--- src/rtl/tx_empty_pkg.sv ---
package tx_empty_pkg;
  localparam int unsigned IRQ_ID_W = 4;
  localparam logic [IRQ_ID_W-1:0] IRQ_ID_NONE  = 4'h1;
  localparam logic [IRQ_ID_W-1:0] IRQ_ID_THR_E = 4'h2;
endpackage

--- src/rtl/tx_seen2_track.sv ---
module tx_seen2_track #(
  parameter int unsigned LVL_W = 5
) (
  input  logic             clk_i,
  input  logic             rst_ni,
  input  logic [LVL_W-1:0] fifo_level_i,
  input  logic             empty_set_i,
  output logic             seen2_o
);
  logic seen2_q;

  always_ff @(posedge clk_i or negedge rst_ni) begin
    if (!rst_ni)                              seen2_q <= 1'b0;
    else if (empty_set_i)                     seen2_q <= 1'b0;
    else if (fifo_level_i >= LVL_W'(2))       seen2_q <= 1'b1;
  end

  assign seen2_o = seen2_q;

  p_seen2_marks_r3: assert property (@(posedge clk_i) disable iff (!rst_ni)
    (fifo_level_i >= LVL_W'(2)) |=> seen2_q);
endmodule

--- src/rtl/tx_empty_delay.sv ---
module tx_empty_delay #(
  parameter int unsigned OVS       = 16,
  parameter int unsigned CHAR_BITS = 10
) (
  input  logic clk_i,
  input  logic rst_ni,
  input  logic fifo_en_i,
  input  logic level_nz_i,
  input  logic seen2_i,
  input  logic thr_wr_i,
  input  logic tick_i,
  input  logic two_stop_i,
  output logic thr_empty_o,
  output logic set_o
);
  localparam int unsigned DLY_MAX = OVS * CHAR_BITS;
  localparam int unsigned CNT_W   = $clog2(DLY_MAX + 1);
  localparam logic [CNT_W-1:0] TGT_ONE = CNT_W'(OVS * (CHAR_BITS - 1));
  localparam logic [CNT_W-1:0] TGT_TWO = CNT_W'(OVS * CHAR_BITS);

  logic             empty_q, act_q;
  logic [CNT_W-1:0] cnt_q;
  logic [CNT_W-1:0] tgt;
  logic             imm, expire, set_now;

  assign tgt     = two_stop_i ? TGT_TWO : TGT_ONE;
  assign imm     = !fifo_en_i || seen2_i;
  assign expire  = act_q && tick_i && (cnt_q == tgt - CNT_W'(1));
  assign set_now = !empty_q && !level_nz_i && !thr_wr_i && (imm || expire);

  always_ff @(posedge clk_i or negedge rst_ni) begin
    if (!rst_ni)         empty_q <= 1'b1;
    else if (level_nz_i) empty_q <= 1'b0;
    else if (set_now)    empty_q <= 1'b1;
  end

  always_ff @(posedge clk_i or negedge rst_ni) begin
    if (!rst_ni) begin
      act_q <= 1'b0;
      cnt_q <= '0;
    end else if (level_nz_i || thr_wr_i || empty_q || set_now) begin
      act_q <= 1'b0;
      cnt_q <= '0;
    end else if (!act_q) begin
      act_q <= 1'b1;
      cnt_q <= '0;
    end else if (tick_i) begin
      cnt_q <= cnt_q + CNT_W'(1);
    end
  end

  assign thr_empty_o = empty_q;
  assign set_o       = set_now;

  p_busy_clears_r2: assert property (@(posedge clk_i) disable iff (!rst_ni)
    level_nz_i |=> !empty_q);
  p_wr_cancels_r5: assert property (@(posedge clk_i) disable iff (!rst_ni)
    (!empty_q && thr_wr_i) |=> !empty_q);
endmodule

--- src/rtl/tx_irq_gen.sv ---
module tx_irq_gen
  import tx_empty_pkg::*;
(
  input  logic                clk_i,
  input  logic                rst_ni,
  input  logic                fifo_en_i,
  input  logic                irq_en_i,
  input  logic                thr_empty_i,
  input  logic                empty_set_i,
  input  logic                level_nz_i,
  input  logic                thr_wr_i,
  input  logic                iir_rd_i,
  output logic                irq_o,
  output logic [IRQ_ID_W-1:0] irq_id_o
);
  logic pend_q, en_q, fen_q;
  logic set_ev, clr_ev;

  // enable rising or FIFO mode change re-arms when already empty
  assign set_ev = irq_en_i && (empty_set_i ||
                  (thr_empty_i && (!en_q || (fifo_en_i != fen_q))));
  assign clr_ev = thr_wr_i || iir_rd_i;

  always_ff @(posedge clk_i or negedge rst_ni) begin
    if (!rst_ni) begin
      pend_q <= 1'b0;
      en_q   <= 1'b0;
      fen_q  <= 1'b0;
    end else begin
      en_q  <= irq_en_i;
      fen_q <= fifo_en_i;
      if (!irq_en_i || level_nz_i) pend_q <= 1'b0;
      else if (set_ev)             pend_q <= 1'b1;
      else if (clr_ev)             pend_q <= 1'b0;
    end
  end

  assign irq_o    = pend_q && irq_en_i;
  assign irq_id_o = irq_o ? IRQ_ID_THR_E : IRQ_ID_NONE;

  p_irq_needs_empty_r6: assert property (@(posedge clk_i) disable iff (!rst_ni)
    irq_o |-> thr_empty_i);
  p_rd_clears_r8: assert property (@(posedge clk_i) disable iff (!rst_ni)
    (iir_rd_i && !set_ev) |=> !pend_q);
  p_polled_quiet_r11: assert property (@(posedge clk_i) disable iff (!rst_ni)
    !irq_en_i |=> !pend_q);
endmodule

--- src/rtl/tx_empty_irq_ctrl.sv ---
module tx_empty_irq_ctrl
  import tx_empty_pkg::*;
#(
  parameter int unsigned FIFO_DEPTH = 16,
  parameter int unsigned OVS        = 16,
  parameter int unsigned CHAR_BITS  = 10,
  localparam int unsigned LVL_W     = $clog2(FIFO_DEPTH + 1)
) (
  input  logic                clk_i,
  input  logic                rst_ni,
  input  logic                fifo_en_i,
  input  logic                tx_irq_en_i,
  input  logic [LVL_W-1:0]    fifo_level_i,
  input  logic                thr_wr_i,
  input  logic                iir_rd_i,
  input  logic                tsr_busy_i,
  input  logic                two_stop_i,
  input  logic                baud_tick_i,
  output logic                thr_empty_o,
  output logic                tx_idle_o,
  output logic                irq_o,
  output logic [IRQ_ID_W-1:0] irq_id_o
);
  logic level_nz, seen2, empty_set, thr_empty;

  assign level_nz = |fifo_level_i;

  tx_seen2_track #(.LVL_W(LVL_W)) u_seen2 (
    .clk_i       (clk_i),
    .rst_ni      (rst_ni),
    .fifo_level_i(fifo_level_i),
    .empty_set_i (empty_set),
    .seen2_o     (seen2)
  );

  tx_empty_delay #(.OVS(OVS), .CHAR_BITS(CHAR_BITS)) u_delay (
    .clk_i      (clk_i),
    .rst_ni     (rst_ni),
    .fifo_en_i  (fifo_en_i),
    .level_nz_i (level_nz),
    .seen2_i    (seen2),
    .thr_wr_i   (thr_wr_i),
    .tick_i     (baud_tick_i),
    .two_stop_i (two_stop_i),
    .thr_empty_o(thr_empty),
    .set_o      (empty_set)
  );

  tx_irq_gen u_irq (
    .clk_i      (clk_i),
    .rst_ni     (rst_ni),
    .fifo_en_i  (fifo_en_i),
    .irq_en_i   (tx_irq_en_i),
    .thr_empty_i(thr_empty),
    .empty_set_i(empty_set),
    .level_nz_i (level_nz),
    .thr_wr_i   (thr_wr_i),
    .iir_rd_i   (iir_rd_i),
    .irq_o      (irq_o),
    .irq_id_o   (irq_id_o)
  );

  assign thr_empty_o = thr_empty;
  assign tx_idle_o   = thr_empty && !tsr_busy_i;

  p_idle_r12: assert property (@(posedge clk_i) disable iff (!rst_ni)
    tsr_busy_i |-> !tx_idle_o);
endmodule

--- config.mk ---
export PLATFORM = sky130hd
export DESIGN_NAME = tx_empty_irq_ctrl
export DESIGN_NICKNAME = d
export VERILOG_FILES = /design/src/rtl/tx_empty_pkg.sv /design/src/rtl/tx_seen2_track.sv /design/src/rtl/tx_empty_delay.sv /design/src/rtl/tx_irq_gen.sv /design/src/rtl/tx_empty_irq_ctrl.sv
export SDC_FILE = /design/constraint.sdc
export NUM_CORES = 1
export LEC_CHECK = 0
export ABC_AREA = 1
export BUFFER_PORTS_ARGS = -buffer_cell sky130_fd_sc_hd__buf_2
export CORE_AREA = 2 2 41 52
export DETAILED_ROUTE_END_ITERATION = 7
export DIE_AREA = 0 0 43 54
export PLACE_DENSITY = 0.8
export SKIP_LAST_GASP = 1
export SLEW_MARGIN = 20
export SYNTH_ARGS = -nofsm -noshare
export SYNTH_HDL_FRONTEND = slang
export SYNTH_SLANG_ARGS = --single-unit
--- constraint.sdc ---
create_clock -name clk_i -period 1.3 [get_ports clk_i]
set_input_delay 0.195 -clock clk_i [delete_from_list [all_inputs] [get_ports clk_i]]
set_output_delay 0.195 -clock clk_i [all_outputs]
set_load 0.01 [all_outputs]
==> impl_metrics.yaml <==
run_status:
  status: "finished with violations"
  violations: "setup timing"
finish:
  layout_common_cells: "nand2_1 (28), buf_2 (18), dfrtp_1 (13)"
  fin_nets: 152
  final_common_cell: "nand2_1"
  diodes: 0
  area_growth_pct: 38.7
  drive_gt1_share_pct: 44.1
  finalNonFillerCells: 156
sta:
  worst_slack_ns: -0.0774
  period_needed_ns: 1.38
  timing.final.hold_violations: 0
  skew_ns: 0.00113
  rsz0062_at_grt: "yes"
  setup_viol: 11
  fmax_mhz: 726
  slew_viol_final: 0
  hold_ws_ns: 0.0269
  period_share_pct: 106
  setup_tns_ns: -0.589
synth:
  yosysWarnings: 0
  ys_seq_area_share_pct: 44.9
  synthDistinctLibCells: 23
  netlist_area_sq_um: 783
  netlist_instances: 102
  syn_area_per_cell_sq_um: 7.68
  synth-seq-cells: 14
floorplanning:
  die_h_um: 54
  die_w_um: 43
  start_util_pct: 41.4
  io_pins: 21
  coreArea_sq_um: 1890
  dieArea_sq_um: 2320
  rows: 18
clock_network:
  cts_tree: "built"
  cts.sinks: 14
  cts-buffers-inserted: 3
  path_clk_slew_ns: 0.08
  root_buffer: "clkbuf_4"
  clock_latency_ns: 0.29
  clockBufferDepth: 2
  htree_levels: 1
global_routing:
  grt.total_usage_pct: 17.3
  grt_first_pass_wirelength_um: 2960
  grt_max_degree: 15
  grt_pass1_vias: 773
  grt-ovfl-total: 0
  antenna_found_initial: 0
route:
  drt_iter0_markers: 1
  drt_wl_total_um: 1910
  drc: 0
  route.vias.total: 759
  wl_per_cell_um: 12.2
  ant_nets: 0
  first_pass_iters: 3
  vias_per_cell: 4.87
placed_design:
  hpwl_um: 1340
  place.gp.congestion: 0.807
  io_buffers: 18
  dp_cells: 144
critical_path:
  end_kind: "flip-flop"
  setup.worst_path.start_class: "flip-flop"
  worstPathMaxFanout: 3
  arrival_ns: 1.61
  ff2ff_path_depth: 8
  cp.required_ns: 1.53
  path_class: "flip-flop to flip-flop"
flow_run:
  cap_violations: 0
power:
  powerDensity_nw_per_um2: 756
  cellLeakagePower_nw: 0.542
  vdd_drop_max_mv: 0.509
hold_path:
  holdCritPathClass: "input port to flip-flop"
  min_path_cells: 1
logic make-up after synthesis:
logic type	after synthesis	synth area share, %
AND/OR/NAND/NOR	59	36.3
adder cells (fa/ha/maj)	1	1.60
buffers and inverters	18	10.1
flip-flops	14	44.9
AO/OA/AOI/OAI	9	6.71
other	1	0.479
Yosys cell counts, drive strengths merged:
cell,n,share of area [%]
buf,3,2.9
dfstp,1,3.4
nand4,2,1.6
dfrtp,13,42
or2,3,2.4
o21a,1,0.96
nor2,11,7.8
o21bai,1,0.96
o21ai,4,2.6
inv,15,7.2
a21oi,2,1.3
nand3b,1,0.96
nand2,29,14
ha,1,1.6
a22oi,1,0.96
nand3,12,8.9
nor3,1,0.64
conb,1,0.48
registers in the layout, indices dropped and copies added (netlist names):
| signal | count |
|---|---|
| u_delay.cnt_q | 8 |
| u_delay.act_q | 1 |
| u_delay.thr_empty_o | 1 |
| u_irq.en_q | 1 |
| u_irq.fen_q | 1 |
| u_irq.pend_q | 1 |
| u_seen2.seen2_o | 1 |
area by class of cell:
class	count	area (sq um)
clock buffers	4	36.3
fillers	179	806
inverters	15	56.3
multi-input cells	71	415
flip-flops and latches	14	352
well taps	20	25.0
repair buffers	32	201
stage by stage:
step                      utilization [%]  power [mW]  worst slack, ns  area [sq um]
after detailed placement             48.9       0.506          -0.0793           925
after global routing                 57.4       0.853           -0.172          1090
final                                57.4       0.821          -0.0774          1090
after floorplan                         -       0.474           0.0521           787
after CTS                            55.2       0.831          -0.0962          1040
after global placement               48.9       0.505          0.00768           925
worst max-delay path, stage by stage, from the launching register on:
cell	delay [ns]
dfrtp_1	0.37
ha_2	0.21
nand3_2	0.09
buf_4	0.15
nor2_2	0.12
inv_1	0.10
nor3_2	0.14
o21ai_2	0.08
nand2_1	0.07
per-layer routing:
metal  wire length, um  GRT usage (%)
met4                34           10.1
met2              1040           36.4
met1               724           15.1
met5                 0              0
met3               107           2.68
where the power goes:
part	internal (mW)	total, mW	switching, mW
Combinational	0.0267	0.0597	0.0331
Clock	0.171	0.320	0.150
Sequential	0.439	0.441	0.00153
Total	0.637	0.821	0.184
path summary, 6_finish.rpt:
kind | startpoint | to | slack [ns]
setup reg to reg | u_delay.cnt_q[0]$_DFFE_PN0P_ | u_delay.cnt_q[6]$_DFFE_PN0P_ | -0.08
hold / removal | fifo_en_i | u_irq.fen_q$_DFF_PN0_ | 0.03
hold reg to reg | u_seen2.seen2_o$_DFFE_PN0P_ | u_seen2.seen2_o$_DFFE_PN0P_ | 0.51
min in group asynchronous | rst_ni | u_irq.en_q$_DFF_PN0_ | 0.34
setup / recovery | u_delay.cnt_q[0]$_DFFE_PN0P_ | u_delay.cnt_q[6]$_DFFE_PN0P_ | -0.08
max in group asynchronous | rst_ni | u_delay.thr_empty_o$_DFFE_PN1P_ | 0.66
timing repair:
item | 4_1_cts | 5_1_grt
hold endpoints to repair | 13 | 0
setup endpoints to repair | 9 | 12
setup buffers | 5 | 2
pin swaps | 4 | 7
resized for setup | 9 | 10
hold buffers | 1 | 0
Note: power is estimated with default switching activity, not from simulation.
